<file path="src/rtl/gpio_pkg.sv">
package gpio_pkg;
  localparam int PIN_CNT  = 8;
  localparam int ADDR_W   = 3;
  localparam int GRP_SIZE = 2;

  typedef enum logic [ADDR_W-1:0] {
    OFF_IN   = 3'd0,
    OFF_OUT  = 3'd1,
    OFF_DIR  = 3'd2,
    OFF_FLG  = 3'd3,
    OFF_EDGE = 3'd4,
    OFF_EN   = 3'd5,
    OFF_SEL  = 3'd6,
    OFF_ADIS = 3'd7
  } regOff_e;

  typedef struct packed {
    logic wrOut;
    logic wrDir;
    logic wrFlg;
    logic wrEdge;
    logic wrEn;
    logic wrSel;
    logic wrAdis;
    logic rdStb;
    logic [ADDR_W-1:0] rdAddr;
  } gpioStb_t;
endpackage

</file>
<file path="src/rtl/gpio_ctrl.sv">
module gpio_ctrl
  import gpio_pkg::*;
(
  input  logic [ADDR_W-1:0] busAddr,
  input  logic              busWr,
  input  logic              busRd,
  output gpioStb_t          stb
);
  always_comb begin
    stb        = '0;
    stb.rdStb  = busRd;
    stb.rdAddr = busAddr;
    if (busWr) begin
      unique case (regOff_e'(busAddr))
        OFF_OUT:  stb.wrOut  = 1'b1;
        OFF_DIR:  stb.wrDir  = 1'b1;
        OFF_FLG:  stb.wrFlg  = 1'b1;
        OFF_EDGE: stb.wrEdge = 1'b1;
        OFF_EN:   stb.wrEn   = 1'b1;
        OFF_SEL:  stb.wrSel  = 1'b1;
        OFF_ADIS: stb.wrAdis = 1'b1;
        default:  ;
      endcase
    end
  end
endmodule

</file>
<file path="src/rtl/gpio_datapath.sv">
module gpio_datapath
  import gpio_pkg::*;
#(
  parameter int PINS  = PIN_CNT,
  parameter int GRP   = GRP_SIZE,
  parameter int SEG_W = 3
) (
  input  logic             clk,
  input  logic             rstN,
  input  gpioStb_t         stb,
  input  logic [PINS-1:0]  wrData,
  output logic [PINS-1:0]  rdData,
  input  logic [PINS-1:0]  padIn,
  output logic [PINS-1:0]  padOut,
  output logic [PINS-1:0]  padOe,
  input  logic [PINS-1:0]  altOut,
  output logic [PINS-1:0]  altIn,
  input  logic [SEG_W-1:0] segGroupEn,
  input  logic [PINS-1:0]  segData,
  output logic             irq,
  output logic [PINS-1:0]  dirQ,
  output logic [PINS-1:0]  adisQ,
  output logic [PINS-1:0]  flgQ
);
  logic [PINS-1:0] outQ, edgeQ, enQ, selQ;
  logic [PINS-1:0] syncA, syncB, prevQ;
  logic [PINS-1:0] segMask, liveMask, inView, hitVec;

  always_comb begin
    for (int i = 0; i < PINS; i++) begin
      segMask[i] = (int'(segGroupEn) * GRP) > i;
    end
  end

  assign liveMask = ~adisQ & ~segMask;
  assign inView   = syncB & liveMask;
  assign hitVec   = liveMask & ((~edgeQ & syncB & ~prevQ) | (edgeQ & ~syncB & prevQ));

  always_ff @(posedge clk or negedge rstN) begin
    if (!rstN) begin
      syncA <= '0;
      syncB <= '0;
      prevQ <= '0;
    end else begin
      syncA <= padIn;
      syncB <= syncA;
      prevQ <= syncB;
    end
  end

  always_ff @(posedge clk or negedge rstN) begin
    if (!rstN) begin
      outQ  <= '0;
      dirQ  <= '0;
      flgQ  <= '0;
      edgeQ <= '0;
      enQ   <= '0;
      selQ  <= '0;
      adisQ <= '0;
    end else begin
      if (stb.wrOut)  outQ  <= wrData;
      if (stb.wrDir)  dirQ  <= wrData;
      if (stb.wrEdge) edgeQ <= wrData;
      if (stb.wrEn)   enQ   <= wrData;
      if (stb.wrSel)  selQ  <= wrData;
      if (stb.wrAdis) adisQ <= wrData;
      flgQ <= (stb.wrFlg ? wrData : flgQ) | hitVec;
    end
  end

  always_ff @(posedge clk or negedge rstN) begin
    if (!rstN) begin
      rdData <= '0;
    end else if (stb.rdStb) begin
      unique case (regOff_e'(stb.rdAddr))
        OFF_IN:   rdData <= inView;
        OFF_OUT:  rdData <= outQ;
        OFF_DIR:  rdData <= dirQ;
        OFF_FLG:  rdData <= flgQ;
        OFF_EDGE: rdData <= edgeQ;
        OFF_EN:   rdData <= enQ;
        OFF_SEL:  rdData <= selQ;
        OFF_ADIS: rdData <= adisQ;
        default:  rdData <= '0;
      endcase
    end
  end

  for (genvar g = 0; g < PINS; g++) begin : g_pin
    always_comb begin
      if (segMask[g]) begin
        padOe[g]  = 1'b1;
        padOut[g] = segData[g];
      end else if (adisQ[g]) begin
        padOe[g]  = 1'b0;
        padOut[g] = 1'b0;
      end else begin
        padOe[g]  = dirQ[g];
        padOut[g] = selQ[g] ? altOut[g] : outQ[g];
      end
    end
  end

  assign altIn = inView;
  assign irq   = |(flgQ & enQ);
endmodule

</file>
<file path="src/rtl/gpio_port.sv">
module gpio_port
  import gpio_pkg::*;
(
  input  logic       clk,
  input  logic       rstN,
  input  logic [2:0] busAddr,
  input  logic [7:0] busWrData,
  input  logic       busWr,
  input  logic       busRd,
  output logic [7:0] busRdData,
  input  logic [7:0] padIn,
  output logic [7:0] padOut,
  output logic [7:0] padOe,
  input  logic [7:0] altOut,
  output logic [7:0] altIn,
  input  logic [2:0] segGroupEn,
  input  logic [7:0] segData,
  output logic       irq
);
  gpioStb_t   stb;
  logic [7:0] dirQ, adisQ, flgQ;

  gpio_ctrl u_ctrl (
    .busAddr (busAddr),
    .busWr   (busWr),
    .busRd   (busRd),
    .stb     (stb)
  );

  gpio_datapath #(.PINS(PIN_CNT), .GRP(GRP_SIZE), .SEG_W(3)) u_dp (
    .clk        (clk),
    .rstN       (rstN),
    .stb        (stb),
    .wrData     (busWrData),
    .rdData     (busRdData),
    .padIn      (padIn),
    .padOut     (padOut),
    .padOe      (padOe),
    .altOut     (altOut),
    .altIn      (altIn),
    .segGroupEn (segGroupEn),
    .segData    (segData),
    .irq        (irq),
    .dirQ       (dirQ),
    .adisQ      (adisQ),
    .flgQ       (flgQ)
  );
endmodule

</file>
<file path="config.mk">
export PLATFORM = sky130hd
export DESIGN_NAME = gpio_port
export DESIGN_NICKNAME = d
export VERILOG_FILES = /design/src/rtl/gpio_pkg.sv /design/src/rtl/gpio_ctrl.sv /design/src/rtl/gpio_datapath.sv /design/src/rtl/gpio_port.sv
export SDC_FILE = /design/constraint.sdc
export NUM_CORES = 1
export LEC_CHECK = 0
export BUFFER_PORTS_ARGS = -buffer_cell sky130_fd_sc_hd__buf_4
export CAP_MARGIN = 10
export CORE_ASPECT_RATIO = 1.2
export CORE_UTILIZATION = 40
export CTS_BUF_LIST = sky130_fd_sc_hd__clkbuf_4
export DETAILED_ROUTE_END_ITERATION = 10
export PLACE_DENSITY = 0.68
export REMOVE_ABC_BUFFERS = 1
export SYNTH_ARGS = -nofsm -noshare
export SYNTH_HDL_FRONTEND = slang
export SYNTH_SLANG_ARGS = --single-unit
</file>
<file path="constraint.sdc">
create_clock -name clk -period 1.3 [get_ports clk]
set_clock_uncertainty 0.05 [all_clocks]
set_input_delay 0.195 -clock clk [delete_from_list [all_inputs] [get_ports clk]]
set_output_delay 0.195 -clock clk [all_outputs]
set_load 0.1 [all_outputs]
</file>
==> impl_metrics.ini, run 1 <==
[outcome]
status = complete, but fails checks
violations = negative setup slack

[placed_design]
pre_cts_ws_ps = -398
hpwl_um = 8540
place.gp.congestion = 0.896
portBuffers = 74
placed_cells = 630

[cells_and_area]
fin_cells = 682
fin_nets = 594
layout-drive-gt1-share = 0.486
diodes = 0
area_growth_pct = 52.5
fillers = 811

[critical_path]
rr_startpoint = u_dp.adisQ[0]$_DFFE_PN0P_
crit_required_ps = 1050
critPathKind = reg -> out
cp_top_family = flip-flops
startpoint = u_dp.selQ[7]$_DFFE_PN0P_
crit_buf_inv = 1
arrival_ps = 1610
max_stage_delay_ps = 410
path_max_fanout = 2
crit_chain = mux2_2, a22o_1, buf_12
slowest_stage = dfrtp_1
setup.worst_path.end_class = primary output
setup.worst_path.start_class = flip-flop

[sta]
max_clock_freq_mhz = 539
period_minus_slack_ps = 1850
rsz0062_at_grt = yes
tightestPinTransition_ps = 486
slew_headroom = 0.676
finalWorstSetupSlack_ps = -554
setup-violations-final = 40
fin_tns_setup_ps = -11400
finalMaxSlewViolations = 0
finalHoldViolations = 0
fin_crit_sh = 1.43

[route]
first_pass_iters = 4
drtAntennaViolNets = 0
viasPerCell = 5.46
wl_um = 12400
wl_per_cell_um = 18.2
drt-initial-drc-count = 182
via_count = 3725
drc_errors = 0

[global_route]
grt_pass1_wl_um = 19400
grt_max_degree = 89
antenna_found_initial = 0
track_usage = 0.242
grt.overflow.total = 0
first_global_vias = 3790

[clock_tree]
cts_tree = yes
clock_path_buffers = 2
clkTransAtPathRegs_ps = 140
root_buffer = clkbuf_4
cts_buffers = 9
cts_htree_levels = 3
clkLatencyLatePin_ps = 460
clock-sinks = 88

[synthesis]
ys_ff_latch = 88
synth-main-ff-cell = dfrtp_1
synth_edf_count = 0
yosysSeqAreaShare = 0.521
netlist-cell-type-count = 49
postSynthCellCount = 379
yosys_warnings = 0
async_flop_share = 1.00
netlist_area_um2 = 4220
avgSynthCellArea_um2 = 11.1

[job]
drv_cap = 0

[power]
p_int_w = 0.00545
pwr-share-clk = 0.178
p_seq_frac = 0.419
power_density_nw_per_um2 = 1350
share_comb_of_total_power = 0.403
p_leak_nw = 2.94
netSwitchingPower_w = 0.00322
switching_share = 0.372
ir_drop_mv = 0.573

[die]
pin_count = 75
die-area_um2 = 11000
die_y_um = 115
die_w_um = 95.8
core_um2 = 10200
rows = 40
initial_core_util = 0.416

[worst_hold_path]
hp-class = in -> reg
hold_start = busRd
[worst paths after layout]
check	end	slack, ps	depth (start not counted)
max	padOut[7]	-550	3
min	u_dp.rdData[6]$_DFFE_PN0P_	50	2
min reg2reg	u_dp.syncB[0]$_DFF_PN0_	310	0
max in group asynchronous	u_dp.adisQ[4]$_DFFE_PN0P_	550	3
min in group asynchronous	u_dp.dirQ[2]$_DFFE_PN0P_	270	3
max reg2reg	u_dp.rdData[0]$_DFFE_PN0P_	-250	6
[final cells by class]
| cell class | instances | area, um2 | area share |
|---|---|---|---|
| Timing Repair Buffer | 181 | 1830 | 0.285 |
| Tap cell | 126 | 158 | 0.0245 |
| Inverter | 18 | 67.6 | 0.0105 |
| Multi-Input combinational cell | 254 | 2050 | 0.318 |
| Clock buffer | 11 | 82.6 | 0.0128 |
| Clock inverter | 4 | 46.3 | 0.00719 |
| Sequential cell | 88 | 2210 | 0.343 |
[worst reg2reg max path: cells and delay by family, from the launching register on]
family	cells	cell delay [ps]
multiplexers	1	250
buffers and inverters	2	250
flip-flops	1	470
AO/OA/AOI/OAI	3	420
[Yosys cell counts, drive strengths merged, types with 4 or more instances]
| library cell | n | area share |
|---|---|---|
| nand2b | 6 | 0.0089 |
| nor2b | 5 | 0.0092 |
| mux2i | 9 | 0.021 |
| clkbuf | 5 | 0.0050 |
| o22ai | 6 | 0.012 |
| o21ai | 31 | 0.037 |
| o211a | 4 | 0.0095 |
| nand3 | 11 | 0.015 |
| nor3b | 10 | 0.023 |
| a22oi | 4 | 0.0071 |
| buf | 14 | 0.026 |
| a21oi | 8 | 0.0095 |
| inv | 18 | 0.016 |
| dfrtp | 88 | 0.52 |
| o311ai | 5 | 0.010 |
| mux2 | 44 | 0.12 |
| o31ai | 4 | 0.0071 |
| a32oi | 4 | 0.0083 |
| nand2 | 44 | 0.039 |
| and2 | 6 | 0.0089 |
| a22o | 4 | 0.0083 |
| o311a | 4 | 0.0095 |
| nor2 | 23 | 0.021 |
[layer usage]
layer | vias to the layer above | part of all wire | GRT usage
met2 | 128 | 0.49 | 0.387
li1 | 1705 | - | -
met5 | - | 0 | 0
met1 | 1856 | 0.42 | 0.306
met3 | 36 | 0.047 | 0.0345
met4 | 0 | 0.045 | 0.148
[metrics by stage]
stage | util | power, W | hold slack (ps) | cell area (um2)
2_1_floorplan | - | 0.00531 | -151 | 4090
3_3_place_gp | 0.528 | 0.00626 | 223 | 5370
3_5_place_dp | 0.528 | 0.00634 | 232 | 5370
4_1_cts | 0.614 | 0.00844 | 32.5 | 6230
5_1_grt | 0.634 | 0.00908 | 34.5 | 6440
6_report | 0.634 | 0.00867 | 54.5 | 6440
[sequential cells by signal, indices dropped and copies added (netlist names)]
register     cells
u_dp.selQ        8
u_dp.syncA       8
u_dp.adisQ       8
u_dp.enQ         8
u_dp.rdData      8
u_dp.dirQ        8
u_dp.flgQ        8
u_dp.syncB       8
u_dp.prevQ       8
u_dp.edgeQ       8
u_dp.outQ        8
[logic make-up after synthesis]
kind of cell / after synthesis / synth area share
AO/OA/AOI/OAI: 85 / 0.141
AND/OR/NAND/NOR: 114 / 0.141
buffers and inverters: 37 / 0.0474
multiplexers: 55 / 0.149
flip-flops: 88 / 0.521
[power groups by stage]
| stage | registers [W] | logic, W | clock network (W) |
|---|---|---|---|
| CTS | 0.00362 | 0.00326 | 0.00157 |
| detailed placement | 0.00363 | 0.00271 | 0 |
| global route | 0.00369 | 0.00369 | 0.00170 |
| floorplan | 0.00384 | 0.00147 | 0 |
| finish | 0.00363 | 0.00349 | 0.00154 |
| global placement | 0.00361 | 0.00266 | 0 |
[placed cells by master, fill, tap and decap left out, types with 9 or more instances in the layout]
cell and n:
nand2_1 44, mux2_2 39, dfrtp_1 84, o21ai_0 21, buf_12 30, buf_6 15, nand3_1 9, clkbuf_4 11
nor2_1 18, buf_4 119, inv_1 17, dlygate4sd3_1 17
[repair_timing]
| item | CTS | global route |
|---|---|---|
| pin swaps | 16 | 20 |
| endpoints found under the setup margin | 39 | 41 |
| hold endpoints to repair | 152 | 0 |
| hold buffers | 17 | 0 |
| buffers inserted | 11 | 12 |
| gates resized for setup | 124 | 31 |
No activity file was read; power rests on OpenSTA's default activity.
==> inputs of run 2 (changes only) <==
Settings changed: PLACE_DENSITY 0.68 to 0.65.
Clock period 1.3 ns to 2.27 ns, I/O delays scaled along.
==> run 2 against run 1 <==
Net effect: sequential share of layout area is 7.9 points higher; total power fell by 47%; cell area decreased by 19%; via count down 13%; sequential power is 43% lower; the flow now finishes without violations; critical endpoint is now padOut[2]; first-iteration DRC count is 14% higher; combinational power down 60%; hold slack improved by 44 ps; global-route usage fell by 2.4 points; final cell count is 12% lower; clock power fell by 27%; register-to-register slack improved by 1100 ps.
==> impl_metrics.ini, run 2 (synthesis results as in run 1) <==
[outcome]
status = complete, no violations

[global_route]
antenna_found_initial = 0
track_usage = 0.218
grt_pass1_wl_um = 17600
first_global_vias = 3272
grt_max_degree = 48
grt.overflow.total = 0

[sta]
period_minus_slack_ps = 2140
finalMaxSlewViolations = 0
max_clock_freq_mhz = 467
rsz0062_at_grt = no
slew_headroom = 0.624
setup-violations-final = 0
tightestPinTransition_ps = 565
finalHoldViolations = 0
fin_crit_sh = 0.943

[clock_tree]
root_buffer = clkbuf_4
cts_tree = yes
cts_buffers = 9
clock_path_buffers = 2
cts_htree_levels = 3
clkTransAtPathRegs_ps = 140
clock-sinks = 88
clkLatencyLatePin_ps = 450

[critical_path]
arrival_ps = 1750
reg2reg_depth = 4
setup.worst_path.start_class = flip-flop
reg2reg_to = u_dp.rdData[6]$_DFFE_PN0P_
reg2reg_slack_ps = 830
path_max_fanout = 4
rr_startpoint = u_dp.flgQ[6]$_DFF_PN0_
crit_required_ps = 1880
startpoint = u_dp.adisQ[2]$_DFFE_PN0P_
critPathKind = reg -> out
setup.worst_path.end_class = primary output

[placed_design]
portBuffers = 74
dpl_cell_area_um2 = 4940
placed_cells = 575
hpwl_um = 7820
place.gp.congestion = 0.884

[route]
wl_um = 10900
drc_errors = 0
wl_per_cell_um = 18.2
drtAntennaViolNets = 0
drt-initial-drc-count = 208
viasPerCell = 5.40
first_pass_iters = 4
via_count = 3239

[cells_and_area]
final_common_cell = dfrtp_1
final_area_um2 = 5220
layout-drive-gt1-share = 0.342
final_cell_mix = dfrtp_1 (88), buf_4 (87), nand2_1 (44), mux2_2 (44), o21ai_0 (28)
diodes = 0
fin_nets = 511
fillers = 930
fin_cells = 600
area_growth_pct = 23.6

[worst_hold_path]
whs_endpoint = u_dp.dirQ[2]$_DFFE_PN0P_
min_path_cells = 3
hold_start = busWrData[2]
hp-class = in -> reg

[die]
rows = 40
die_w_um = 95.8
pin_count = 75
initial_core_util = 0.416
core_um2 = 10200
die-area_um2 = 11000
die_y_um = 115

[job]
drv_cap = 0

[power]
ir_drop_mv = 0.401
power_density_nw_per_um2 = 876
p_leak_nw = 2.37
## run 2: cell types whose count changed in the layout (fill, tap and decap cells not counted), moves of 5 or more
cell / delta
buf_4: -32
buf_12: -28
buf_6: -15
dlygate4sd3_1: -8
o21ai_0: +7
o21ai_4: -6
and2_4: -5
mux2_2: +5
mux2_4: -5
## run 2: per-stage QoR
step           utilization  setup TNS (ps)  worst slack, ps  power [W]  hold WS [ps]
6_report             0.514               0              129    0.00457          98.9
5_1_grt              0.514               0             28.0    0.00480          84.8
4_1_cts              0.514               0              100    0.00461          83.7
3_5_place_dp         0.486               0              182    0.00347           165
3_3_place_gp         0.486               0              175    0.00344           163
2_1_floorplan            -          -12810            -1300    0.00304         -5.09
## run 2: power by group
| group | internal (W) | total (W) | switching [W] |
|---|---|---|---|
| combinational | 0.000490 | 0.00138 | 0.000892 |
| clock | 0.000609 | 0.00113 | 0.000522 |
| sequential | 0.00184 | 0.00206 | 0.000224 |
## run 2: repair_timing
action / CTS / global route
hold buffers: 9 / 0
gates resized for setup: 0 / 0
setup buffers: 0 / 0
hold endpoints to repair: 69 / 0
## run 2: layout make-up
cell class,instances,area [um2],share of cell area
inverters,18,67.6,0.0129
multi-input cells,254,1820,0.349
well taps,126,158,0.0302
flip-flops and latches,88,2200,0.422
clock inverters,3,90.1,0.0173
repair buffers,98,783,0.150
clock buffers,13,97.6,0.0187
## run 2: worst max-delay path, cell delays in order (launching register included)
cell	delay, ps
dfrtp_1	440
nor3_1	310
a22o_1	250
buf_4	310
## run 2: layer usage
layer / vias up / part of all wire / track usage / routed length (um)
li1: 1536 / - / - / -
met1: 1596 / 0.45 / 0.298 / 4900
met2: 86 / 0.48 / 0.340 / 5190
met3: 21 / 0.052 / 0.0432 / 561
met4: 0 / 0.022 / 0.0826 / 239
met5: - / 0 / 0 / 0
## run 2: how the worst max path moves through the flow
stage,endpoint,slack [ps],cells after the start
3_5_place_dp,padOut[0],180,4
4_1_cts,padOut[2],100,3
3_3_place_gp,padOut[0],180,4
5_1_grt,altIn[3],30,3
6_report,padOut[2],130,3
2_1_floorplan,padOut[0],-1300,2
